## src/rtl/io_wait_pkg.sv

```systemverilog
package io_wait_pkg;

  typedef enum logic [1:0] {
    ST_IDLE  = 2'd0,
    ST_READ  = 2'd1,
    ST_WRITE = 2'd2
  } io_state_t;

  // number of regions the address space is divided into
  function automatic int region_count(input int region_bits);
    return 1 << region_bits;
  endfunction

endpackage

```

## src/rtl/io_wait_regfile.sv

```systemverilog
module io_wait_regfile #(
  parameter int REGION_BITS = 2,
  parameter int WAIT_W      = 3,
  localparam int REGIONS    = io_wait_pkg::region_count(REGION_BITS)
) (
  input  logic                               clk,
  input  logic                               rst,
  input  logic                               wr_en,
  input  logic [REGION_BITS-1:0]             wr_idx,
  input  logic [WAIT_W-1:0]                  wr_val,
  output logic [REGIONS-1:0][WAIT_W-1:0]     waits
);

  localparam logic [WAIT_W-1:0] RESET_WAIT = '1;

  for (genvar g = 0; g < REGIONS; g++) begin : g_reg
    always_ff @(posedge clk) begin
      if (rst) begin
        waits[g] <= RESET_WAIT;
      end else if (wr_en && (wr_idx == REGION_BITS'(g))) begin
        waits[g] <= wr_val;
      end
    end
  end

endmodule

```

## src/rtl/io_wait_region_dec.sv

```systemverilog
module io_wait_region_dec #(
  parameter int ADDR_W      = 11,
  parameter int REGION_BITS = 2,
  parameter int WAIT_W      = 3,
  localparam int REGIONS    = io_wait_pkg::region_count(REGION_BITS)
) (
  input  logic [ADDR_W-1:0]              addr,
  input  logic [REGIONS-1:0][WAIT_W-1:0] waits,
  output logic [WAIT_W-1:0]              sel_wait
);

  logic [REGION_BITS-1:0] region;

  always_comb begin
    region   = addr[ADDR_W-1 -: REGION_BITS];
    sel_wait = waits[region];
  end

endmodule

```

## src/rtl/io_wait_seq.sv

```systemverilog
module io_wait_seq
  import io_wait_pkg::*;
#(
  parameter int ADDR_W = 11,
  parameter int BUS_W  = 14,
  parameter int WAIT_W = 3
) (
  input  logic              clk,
  input  logic              rst,
  input  logic              rd_req,
  input  logic              wr_req,
  input  logic [ADDR_W-1:0] addr,
  input  logic [WAIT_W-1:0] wait_val,
  output logic              sel_n,
  output logic              rd_n,
  output logic              wr_n,
  output logic [BUS_W-1:0]  bus_addr,
  output logic              done,
  output logic              busy
);

  localparam int PAD_W = BUS_W - ADDR_W;

  io_state_t         state;
  logic [WAIT_W-1:0] remain;

  always_ff @(posedge clk) begin
    if (rst) begin
      state    <= ST_IDLE;
      remain   <= '0;
      sel_n    <= 1'b1;
      rd_n     <= 1'b1;
      wr_n     <= 1'b1;
      bus_addr <= '0;
      done     <= 1'b0;
    end else begin
      done <= 1'b0;
      if (state == ST_IDLE) begin
        if (rd_req || wr_req) begin
          state    <= rd_req ? ST_READ : ST_WRITE;
          remain   <= wait_val;
          sel_n    <= 1'b0;
          rd_n     <= ~rd_req;
          wr_n     <= rd_req;
          bus_addr <= {{PAD_W{1'b0}}, addr};
        end
      end else if (remain == '0) begin
        state    <= ST_IDLE;
        sel_n    <= 1'b1;
        rd_n     <= 1'b1;
        wr_n     <= 1'b1;
        bus_addr <= '0;
        done     <= 1'b1;
      end else begin
        remain <= remain - 1'b1;
      end
    end
  end

  assign busy = (state != ST_IDLE);

endmodule

```

## src/rtl/io_wait_gen.sv

```systemverilog
module io_wait_gen #(
  parameter int ADDR_W      = 11,
  parameter int BUS_W       = 14,
  parameter int REGION_BITS = 2,
  parameter int WAIT_W      = 3,
  localparam int REGIONS    = io_wait_pkg::region_count(REGION_BITS)
) (
  input  logic                   clk,
  input  logic                   rst,
  input  logic                   rd_req,
  input  logic                   wr_req,
  input  logic [ADDR_W-1:0]      io_addr,
  input  logic                   cfg_we,
  input  logic [REGION_BITS-1:0] cfg_idx,
  input  logic [WAIT_W-1:0]      cfg_wdata,
  output logic                   io_sel_n,
  output logic                   rd_strb_n,
  output logic                   wr_strb_n,
  output logic [BUS_W-1:0]       bus_addr,
  output logic                   done,
  output logic                   busy
);

  logic [REGIONS-1:0][WAIT_W-1:0] waits;
  logic [WAIT_W-1:0]              sel_wait;

  io_wait_regfile #(
    .REGION_BITS(REGION_BITS),
    .WAIT_W     (WAIT_W)
  ) u_regs (
    .clk   (clk),
    .rst   (rst),
    .wr_en (cfg_we),
    .wr_idx(cfg_idx),
    .wr_val(cfg_wdata),
    .waits (waits)
  );

  io_wait_region_dec #(
    .ADDR_W     (ADDR_W),
    .REGION_BITS(REGION_BITS),
    .WAIT_W     (WAIT_W)
  ) u_dec (
    .addr    (io_addr),
    .waits   (waits),
    .sel_wait(sel_wait)
  );

  io_wait_seq #(
    .ADDR_W(ADDR_W),
    .BUS_W (BUS_W),
    .WAIT_W(WAIT_W)
  ) u_seq (
    .clk     (clk),
    .rst     (rst),
    .rd_req  (rd_req),
    .wr_req  (wr_req),
    .addr    (io_addr),
    .wait_val(sel_wait),
    .sel_n   (io_sel_n),
    .rd_n    (rd_strb_n),
    .wr_n    (wr_strb_n),
    .bus_addr(bus_addr),
    .done    (done),
    .busy    (busy)
  );

endmodule

```

## config.mk

```make
export PLATFORM = sky130hd
export DESIGN_NAME = io_wait_gen
export DESIGN_NICKNAME = d
export VERILOG_FILES = /design/src/rtl/io_wait_pkg.sv /design/src/rtl/io_wait_regfile.sv /design/src/rtl/io_wait_region_dec.sv /design/src/rtl/io_wait_seq.sv /design/src/rtl/io_wait_gen.sv
export SDC_FILE = /design/constraint.sdc
export NUM_CORES = 1
export LEC_CHECK = 0
export ABC_AREA = 1
export BUFFER_PORTS_ARGS = -buffer_cell sky130_fd_sc_hd__buf_4
export CAP_MARGIN = 20
export CORE_ASPECT_RATIO = 0.5
export CORE_MARGIN = 2
export CORE_UTILIZATION = 40
export DETAILED_ROUTE_END_ITERATION = 8
export PLACE_DENSITY = 0.68
export REMOVE_ABC_BUFFERS = 1
export SLEW_MARGIN = 30
export SYNTH_ARGS = -nofsm -noshare
export SYNTH_HDL_FRONTEND = slang
export SYNTH_HIERARCHICAL = 1
export SYNTH_SLANG_ARGS = --single-unit
```

## constraint.sdc

```tcl
create_clock -name clk -period 3.69 [get_ports clk]
set_input_delay 0 -clock clk [delete_from_list [all_inputs] [get_ports clk]]
set_output_delay 0 -clock clk [all_outputs]
set_load 0.02 [all_outputs]
```

==> flow_summary_export.csv, run 1 <==
group,metric,value,unit
floorplan,rows,16,
placed_design,dp_hpwl,2550,um
global_routing,grt_pass1_vias,1465,
timing,fin_tns_setup,0,ns
synth,synth-warning-count,6,
timing,hold_ws,0.0401,ns
clock_tree,cts_sinks,32,
clock_tree,cts_tree,"done",
cells_and_area,drive_gt1_share,18.5,%
timing,setup_slack,1.80,ns
clock_tree,insertion_delay,0.28,ns
cells_and_area,stdcell_count,330,
synth,synth_top_family_by_area,"simple AND/OR/NAND/NOR gates",
drt,drtPass1Iterations,4,
cells_and_area,final_area,2050,um2
global_routing,grt.total_usage,16.2,%
placed_design,dpl_worst_slack,1.85,ns
global_routing,grt_overflow,0,
placed_design,portBuffers,36,
timing,rsz0062_at_grt,"false",
drt,postRouteAntennaNets,0,
timing,maxSlewViolCount,0,
floorplan,die_w,96.4,um
timing,tightest_slew,0.863,ns
timing,slew_headroom,42.3,%
power_and_ir_drop,ir_worst_vdd,198,uV
floorplan,num_io_pins,40,
cells_and_area,nets,298,
drt,post_drt_wl_per_cell,10.9,um
timing,fmax,529,MHz
global_routing,grt_max_degree,30,
clock_tree,numCtsBuffers,5,
critical_path,crit_arrival,2.07,ns
drt,drc_errors,0,
floorplan,core_area,4000,um2
synth,synthXorXnorAreaFrac,0,%
drt,wl,3610,um
critical_path,crit_path_end_kind,"flip-flop",
synth,yosysSeqAreaShare,37.5,%
placed_design,gp_congestion,0.797,
outcome,status,"finished, final reports clean",
drt,dr.first_iter.drc_count,58,
critical_path,worstPathMaxFanout,29,
timing,setup_viol,0,
critical_path,path_class,"reg2reg",
clock_tree,htree_levels,2,
placed_design,placed_area,1920,um2
timing,period_share,51.3,%
placed_design,post-place-cells,318,
global_routing,antenna_found_initial,0,
global_routing,grt_pass1_wl,6150,um
critical_path,cp.required,3.87,ns
synth,synth_simple_gate_area_share,40.2,%
critical_path,start_kind,"flip-flop",
clock_tree,clk_pin_slew,0.06,ns
synth,synth_compound_area_share,6.30,%
timing,finClkSkew,0.00765,ns
floorplan,initial_core_util,42.6,%
flow_run,cap_violations,0,
power_and_ir_drop,p_total,1.54,mW
cells_and_area,area_delta_synth_final,19.9,%
synth,synthCells,241,
cells_and_area,fillers,432,
floorplan,fp.dieArea,4840,um2
cells_and_area,final_util,51.1,%
synth,synth.area.mux_share,0,%
synth,postSynthAreaPerCell,7.08,um2
clock_tree,clockBufferDepth,2,
power_and_ir_drop,pwr_density_cell,753,nW/um2
synth,ys_seq_elements,32,
synth,synth_adder_area_share,1.47,%
synth,synthesis.area,1710,um2
cells_and_area,final_common_cell,"nand2_1",
timing,finalHoldViolCount,0,
drt,num_vias,1568,
power_and_ir_drop,leakage,1.12,nW
cells_and_area,antenna_cells,0,
timing,period_needed,1.89,ns
synth,synth_cell_types,23,
cells_and_area,final_cell_mix,"nand2_1 (74), buf_4 (36), dfxtp_1 (32)",
clock_tree,post_cts_buffers,0,
drt,viasPerCell,4.75,
clock_tree,ctsRootBufferMaster,"clkbuf_8",
floorplan,chipHeight,50.2,um
min_path,worstHoldPathType,"in2reg",
area by class of cell:
| type | instances | area (um2) | share of cell area [%] |
|---|---|---|---|
| multi-input cells | 167 | 830 | 40.5 |
| well taps | 54 | 67.6 | 3.30 |
| inverters | 29 | 109 | 5.32 |
| clock buffers | 8 | 90.1 | 4.40 |
| repair buffers | 40 | 310 | 15.2 |
| flip-flops and latches | 32 | 641 | 31.3 |
per-layer routing:
layer	vias up	part of all wire [%]	global-route usage (%)
li1	822	-	-
met1	712	48	19.8
met2	30	46	27.3
met3	4	4.8	4.65
met4	0	1.2	6.10
met5	-	0	0
critical path, cell delays in order, from the launching register on:
cell and delay (ns):
dfxtp_1 0.35, nor2_4 0.33, nand2_1 0.60, nand2_1 0.29, inv_1 0.06, nor2_1 0.11
nor2_1 0.04
cells in the mapped netlist (all sizes together):
cell type  instances  share of area [%]
o21ai              1               0.29
inv               29                6.4
nand3b            11                4.8
clkbuf             1               0.22
nand2             77                 18
nand3             30                8.8
conb               1               0.22
ha                 2                1.5
nor2              19                5.6
buf               14                7.7
nand4              9                3.3
a21boi            11                4.8
a21oi              4                1.2
dfxtp             32                 38
worst paths after layout:
path                   start               to  slack, ns  cells after the start
min                   rd_req       u_seq/wr_n       0.04                      3
min reg2reg  u_regs/waits[0]  u_regs/waits[0]       0.46                      2
max reg2reg   u_seq/state[0]  u_seq/remain[2]       1.80                      6
max           u_seq/state[0]  u_seq/remain[2]       1.80                      6
cell families after synthesis:
kind of cell / Yosys count
compound gates: 16
fa+ha+maj: 2
buf+inv: 44
flops: 32
other cells: 1
simple gates: 146
where the power goes:
group / switching [mW] / internal [mW] / total (mW)
combinational: 0.463 / 0.299 / 0.762
sequential: 0.0555 / 0.449 / 0.505
clock: 0.122 / 0.152 / 0.274
total: 0.641 / 0.900 / 1.54
timing repair:
action,4_1_cts,5_1_grt
hold endpoints to repair,8,0
hold buffers,4,0
resized for setup,0,0
registers in the layout, indices dropped and copies added, names as in the netlist:
signal          flops
u_seq/bus_addr     11
u_seq/done          1
u_seq/wr_n          1
u_seq/remain        3
u_seq/rd_n          1
u_seq/state         2
u_seq/sel_n         1
u_regs/waits       12
(Power assumes the default switching activity.)
==> run 2, diff against run 1 <==
==> constraint.sdc (replaced) <==
create_clock -name clk -period 1.8 [get_ports clk]
set_input_delay 0 -clock clk [delete_from_list [all_inputs] [get_ports clk]]
set_output_delay 0 -clock clk [all_outputs]
set_load 0.02 [all_outputs]
==> run 2 against run 1 <==
Against the previous run: global-route usage is 0.24 points higher; setup slack worse by 1.4 ns; worst hold slack worse by 0.027 ns; clock power is 110% higher; power is 110% higher; die area stayed put; core utilization is 0.31 points higher; via count is 0.57% higher; sequential power is 110% higher.
==> flow_summary_export.csv, run 2 (synthesized netlist as in run 1, its figures left out) <==
group,metric,value,unit
drt,num_vias,1577,
global_routing,antenna_found_initial,0,
critical_path,cp.required,1.97,ns
global_routing,grt_pass1_wl,6120,um
drt,drc_errors,0,
critical_path,crit_chain,"inv_1 > ha_1 > inv_1 > nor2_1 > nand2_4 > a21boi_0 > nor2_1",
timing,rsz0062_at_grt,"false",
floorplan,num_io_pins,40,
flow_run,cap_violations,0,
clock_tree,clk_pin_slew,0.07,ns
cells_and_area,final_common_cell,"nand2_1",
timing,fmax,701,MHz
outcome,status,"finished, final reports clean",
critical_path,slowest_stage,"dfxtp_1",
timing,setup_slack,0.373,ns
power_and_ir_drop,leakage,1.13,nW
placed_design,portBuffers,36,
placed_design,placed_area,1940,um2
cells_and_area,largest_register_ffs,12,
placed_design,post-place-cells,321,
clock_tree,insertion_delay,0.29,ns
cells_and_area,antenna_cells,0,
cells_and_area,drive_gt1_share,19.4,%
critical_path,crit_arrival,1.60,ns
drt,viasPerCell,4.75,
global_routing,grt.total_usage,16.5,%
critical_path,r2r_cells,7,
clock_tree,post_cts_buffers,0,
min_path,min_path_cells,3,
cells_and_area,final_area,2060,um2
cells_and_area,area_delta_synth_final,20.7,%
timing,fin_tns_setup,0,ns
timing,period_share,79.3,%
clock_tree,clockBufferDepth,2,
timing,finClkSkew,0.00729,ns
timing,hold_ws,0.0136,ns
power_and_ir_drop,pwr_density_cell,1560,nW/um2
clock_tree,cts_tree,"done",
timing,maxSlewViolCount,0,
critical_path,critical-path-top-delay-family,"simple AND/OR/NAND/NOR gates",
critical_path,crit_path_end_kind,"flip-flop",
placed_design,dpl_worst_slack,0.395,ns
critical_path,start_kind,"flip-flop",
min_path,worstHoldPathType,"in2reg",
clock_tree,cts_sinks,32,
clock_tree,numCtsBuffers,5,
critical_path,slowest_delay,0.31,ns
placed_design,dp_hpwl,2550,um
floorplan,fp.dieArea,4840,um2
floorplan,chipHeight,50.2,um
cells_and_area,final_util,51.4,%
cells_and_area,largest_registers,"u_regs/waits: 12 flops, u_seq/bus_addr: 11 flops, u_seq/remain: 3 flops",
cells_and_area,stdcell_count,332,
drt,dr.first_iter.drc_count,49,
global_routing,grt_max_degree,26,
cells_and_area,final_cell_mix,"nand2_1 (74), buf_4 (39), dfxtp_1 (32)",
global_routing,grt_overflow,0,
critical_path,worstPathMaxFanout,25,
clock_tree,htree_levels,2,
critical_path,cp.depth,7,
cells_and_area,fillers,406,
floorplan,rows,16,
floorplan,die_w,96.4,um
drt,post_drt_wl_per_cell,10.8,um
power_and_ir_drop,ir_worst_vdd,439,uV
timing,setup_viol,0,
drt,drtPass1Iterations,4,
global_routing,grt_pass1_vias,1461,
placed_design,gp_congestion,0.822,
cells_and_area,regMostFlops,"u_regs/waits",
clock_tree,ctsRootBufferMaster,"clkbuf_8",
critical_path,path_class,"reg2reg",
cells_and_area,nets,300,
cells_and_area,multiInputGateArea,830,um2
floorplan,initial_core_util,42.6,%
power_and_ir_drop,p_total,3.21,mW
cells_and_area,regArea,641,um2
drt,postRouteAntennaNets,0,
timing,finalHoldViolCount,0,
critical_path,crit_buf_inv,2,
timing,period_needed,1.43,ns
critical_path,r2r_slack,0.37,ns
drt,wl,3580,um
floorplan,core_area,4000,um2
## run 2: layout make-up
class	count	area share [%]
Tap cell	54	3.28
Inverter	29	5.29
Sequential cell	32	31.1
Clock buffer	8	4.37
Timing Repair Buffer	42	15.7
Multi-Input combinational cell	167	40.3
## run 2: path summary, 6_finish.rpt
path | from | end
max | u_seq/remain[0] | u_seq/bus_addr[10]
min | cfg_wdata[1] | u_regs/waits[7]
max reg2reg | u_seq/remain[0] | u_seq/bus_addr[10]
min reg2reg | u_seq/sel_n | u_seq/sel_n
## run 2: timing repair
| action | 4_1_cts | 5_1_grt |
|---|---|---|
| resized for setup | 0 | 0 |
| hold buffers | 3 | 0 |
| endpoints found under the hold margin | 9 | 0 |
## run 2: per-layer routing
layer	track usage (%)	vias to the layer above	routed length (um)
li1	-	828	-
met1	20.1	711	1660
met2	27.3	32	1690
met3	4.95	6	187
met4	6.57	0	51
met5	0	-	0
## run 2: tightest hold or removal path, cell delays in order
cell and delay, ns:
buf_4 0.11, nand4_1 0.08, nand3_1 0.08
## run 2: where the power goes
group / internal [mW] / switching [mW]
combinational: 0.652 / 0.949
clock: 0.312 / 0.258
sequential: 0.922 / 0.115
==> run 3, diff against run 2 <==
--- a/config.mk
+++ b/config.mk
@@ -12,7 +12,7 @@
 export CORE_MARGIN = 2
 export CORE_UTILIZATION = 40
 export DETAILED_ROUTE_END_ITERATION = 8
-export PLACE_DENSITY = 0.68
+export PLACE_DENSITY = 0.71
 export REMOVE_ABC_BUFFERS = 1
 export SLEW_MARGIN = 30
 export SYNTH_ARGS = -nofsm -noshare
==> constraint.sdc (replaced) <==
create_clock -name clk -period 1.2 [get_ports clk]
set_input_delay 0 -clock clk [delete_from_list [all_inputs] [get_ports clk]]
set_output_delay 0 -clock clk [all_outputs]
set_load 0.02 [all_outputs]
==> run 3 against run 2 <==
Against the previous run: the run now ends with setup timing left; final area up 9.8%; sequential power up 53%; non-clock buffer count up 8; combinational power up 100%; largest cell class unchanged; sequential share of layout area down 2.6 points; fmax up 15%.
==> flow_summary_export.csv, run 3 (synthesized netlist as in run 1, its figures left out) <==
group,metric,value,unit
outcome,status,"complete, but fails checks",
outcome,violations,"setup timing",
power_and_ir_drop,p_total,5.70,mW
min_path,worstHoldPathType,"in2reg",
placed_design,portBuffers,36,
cells_and_area,largest_registers,"u_regs/waits: 12 flops, u_seq/bus_addr: 11 flops, u_seq/remain: 3 flops",
critical_path,crit_path_end_kind,"flip-flop",
global_routing,grt.total_usage,18.1,%
clock_tree,cts_sinks,32,
clock_tree,clk_pin_slew,0.06,ns
drt,dr.first_iter.drc_count,71,
critical_path,crit_chain,"inv_2 > ha_4 > inv_2 > nor2_4 > buf_6 > nand2_8 > nand3b_1 > nand2_1 > nor2_1",
critical_path,cp.required,1.42,ns
clock_tree,insertion_delay,0.28,ns
floorplan,core_area,4000,um2
timing,fin_tns_setup,-0.0521,ns
power_and_ir_drop,pwr_density_cell,2520,nW/um2
critical_path,worstPathMaxFanout,6,
critical_path,slowest_stage,"dfxtp_2",
floorplan,initial_core_util,42.6,%
cells_and_area,final_cell_mix,"nand2_1 (72), buf_4 (44), nand3_1 (30)",
flow_run,cap_violations,0,
floorplan,die_w,96.4,um
drt,wl,3980,um
timing,rsz0062_at_grt,"true",
drt,drtPass1Iterations,4,
drt,post_drt_wl_per_cell,11.6,um
floorplan,num_io_pins,40,
clock_tree,ctsRootBufferMaster,"clkbuf_8",
floorplan,chipHeight,50.2,um
critical_path,start_kind,"flip-flop",
timing,maxSlewViolCount,0,
timing,period_needed,1.24,ns
placed_design,post-place-cells,324,
global_routing,grt_pass1_vias,1554,
clock_tree,clockBufferDepth,2,
clock_tree,cts_tree,"done",
critical_path,slowest_delay,0.32,ns
global_routing,grt_overflow,0,
power_and_ir_drop,ir_worst_vdd,760,uV
power_and_ir_drop,leakage,1.20,nW
critical_path,critical-path-top-delay-family,"simple AND/OR/NAND/NOR gates",
drt,num_vias,1664,
timing,fmax,804,MHz
cells_and_area,nets,311,
global_routing,grt_max_degree,17,
timing,hold_ws,0.0504,ns
placed_design,gp_congestion,0.776,
drt,drc_errors,0,
drt,postRouteAntennaNets,0,
critical_path,path_class,"reg2reg",
cells_and_area,drive_gt1_share,27.7,%
cells_and_area,final_common_cell,"nand2_1",
cells_and_area,area_delta_synth_final,32.6,%
global_routing,grt_pass1_wl,6690,um
placed_design,dp_hpwl,2630,um
timing,setup_viol,4,
cells_and_area,fillers,388,
cells_and_area,stdcell_count,343,
timing,finClkSkew,0.00469,ns
global_routing,antenna_found_initial,0,
drt,viasPerCell,4.85,
clock_tree,htree_levels,2,
floorplan,fp.dieArea,4840,um2
timing,setup_slack,-0.0436,ns
clock_tree,numCtsBuffers,5,
timing,period_share,104,%
floorplan,rows,16,
cells_and_area,largest_register_ffs,12,
timing,finalHoldViolCount,0,
critical_path,crit_arrival,1.46,ns
cells_and_area,regMostFlops,"u_regs/waits",
cells_and_area,antenna_cells,0,
critical_path,crit_buf_inv,3,
critical_path,worst_path_most_repeated_cell,"inv_2",
## run 3: power by group
part	switching [mW]	internal, mW
Combinational	1.86	1.41
Clock	0.377	0.467
Sequential	0.192	1.40
Total	2.43	3.28
## run 3: final timing paths
path	from	endpoint	slack (ns)	depth (start not counted)
worst max-delay path	u_seq/remain[0]	u_seq/bus_addr[7]	-0.04	9
worst min-delay path	rd_req	u_seq/wr_n	0.05	3
worst max register to register	u_seq/remain[0]	u_seq/bus_addr[7]	-0.04	9
worst min register to register	u_seq/sel_n	u_seq/sel_n	0.46	2
## run 3: what timing repair did
item,in CTS,in global routing
pin swaps,4,6
resized for setup,22,13
setup buffers,3,1
hold buffers,4,0
setup endpoints to repair,16,18
hold endpoints to repair,9,0
gates cloned,3,0
## run 3: metrics by stage
stage               cell area [um2]  util (%)  setup WS [ns]
finish                         2260      56.5        -0.0436
global placement               1970      49.3         -0.103
global route                   2260      56.5         -0.113
detailed placement             1970      49.3         -0.176
CTS                            2190      54.8        -0.0154
floorplan                      1580         -         -0.276
## run 3: layer usage
layer	up-vias	wire length [um]	GRT usage [%]
met5	-	0	0
met4	0	73	8.45
met3	8	199	5.41
met2	43	1840	28.5
met1	761	1870	22.9
li1	852	-	-
## run 3: layout make-up
class                   count  area [um2]  share of cell area (%)
repair buffers             50         402                    17.8
multi-input cells         170         948                    41.9
inverters                  29         109                    4.81
clock buffers               8        90.1                    3.98
flip-flops and latches     32         646                    28.5
well taps                  54        67.6                    2.99
## run 3: worst register-to-register path: stages, from the launching register on
cell and delay [ns]:
dfxtp_2 0.32, inv_2 0.07, ha_4 0.13, inv_2 0.04
nor2_4 0.09, buf_6 0.16, nand2_8 0.07, nand3b_1 0.09
nand2_1 0.07, nor2_1 0.12
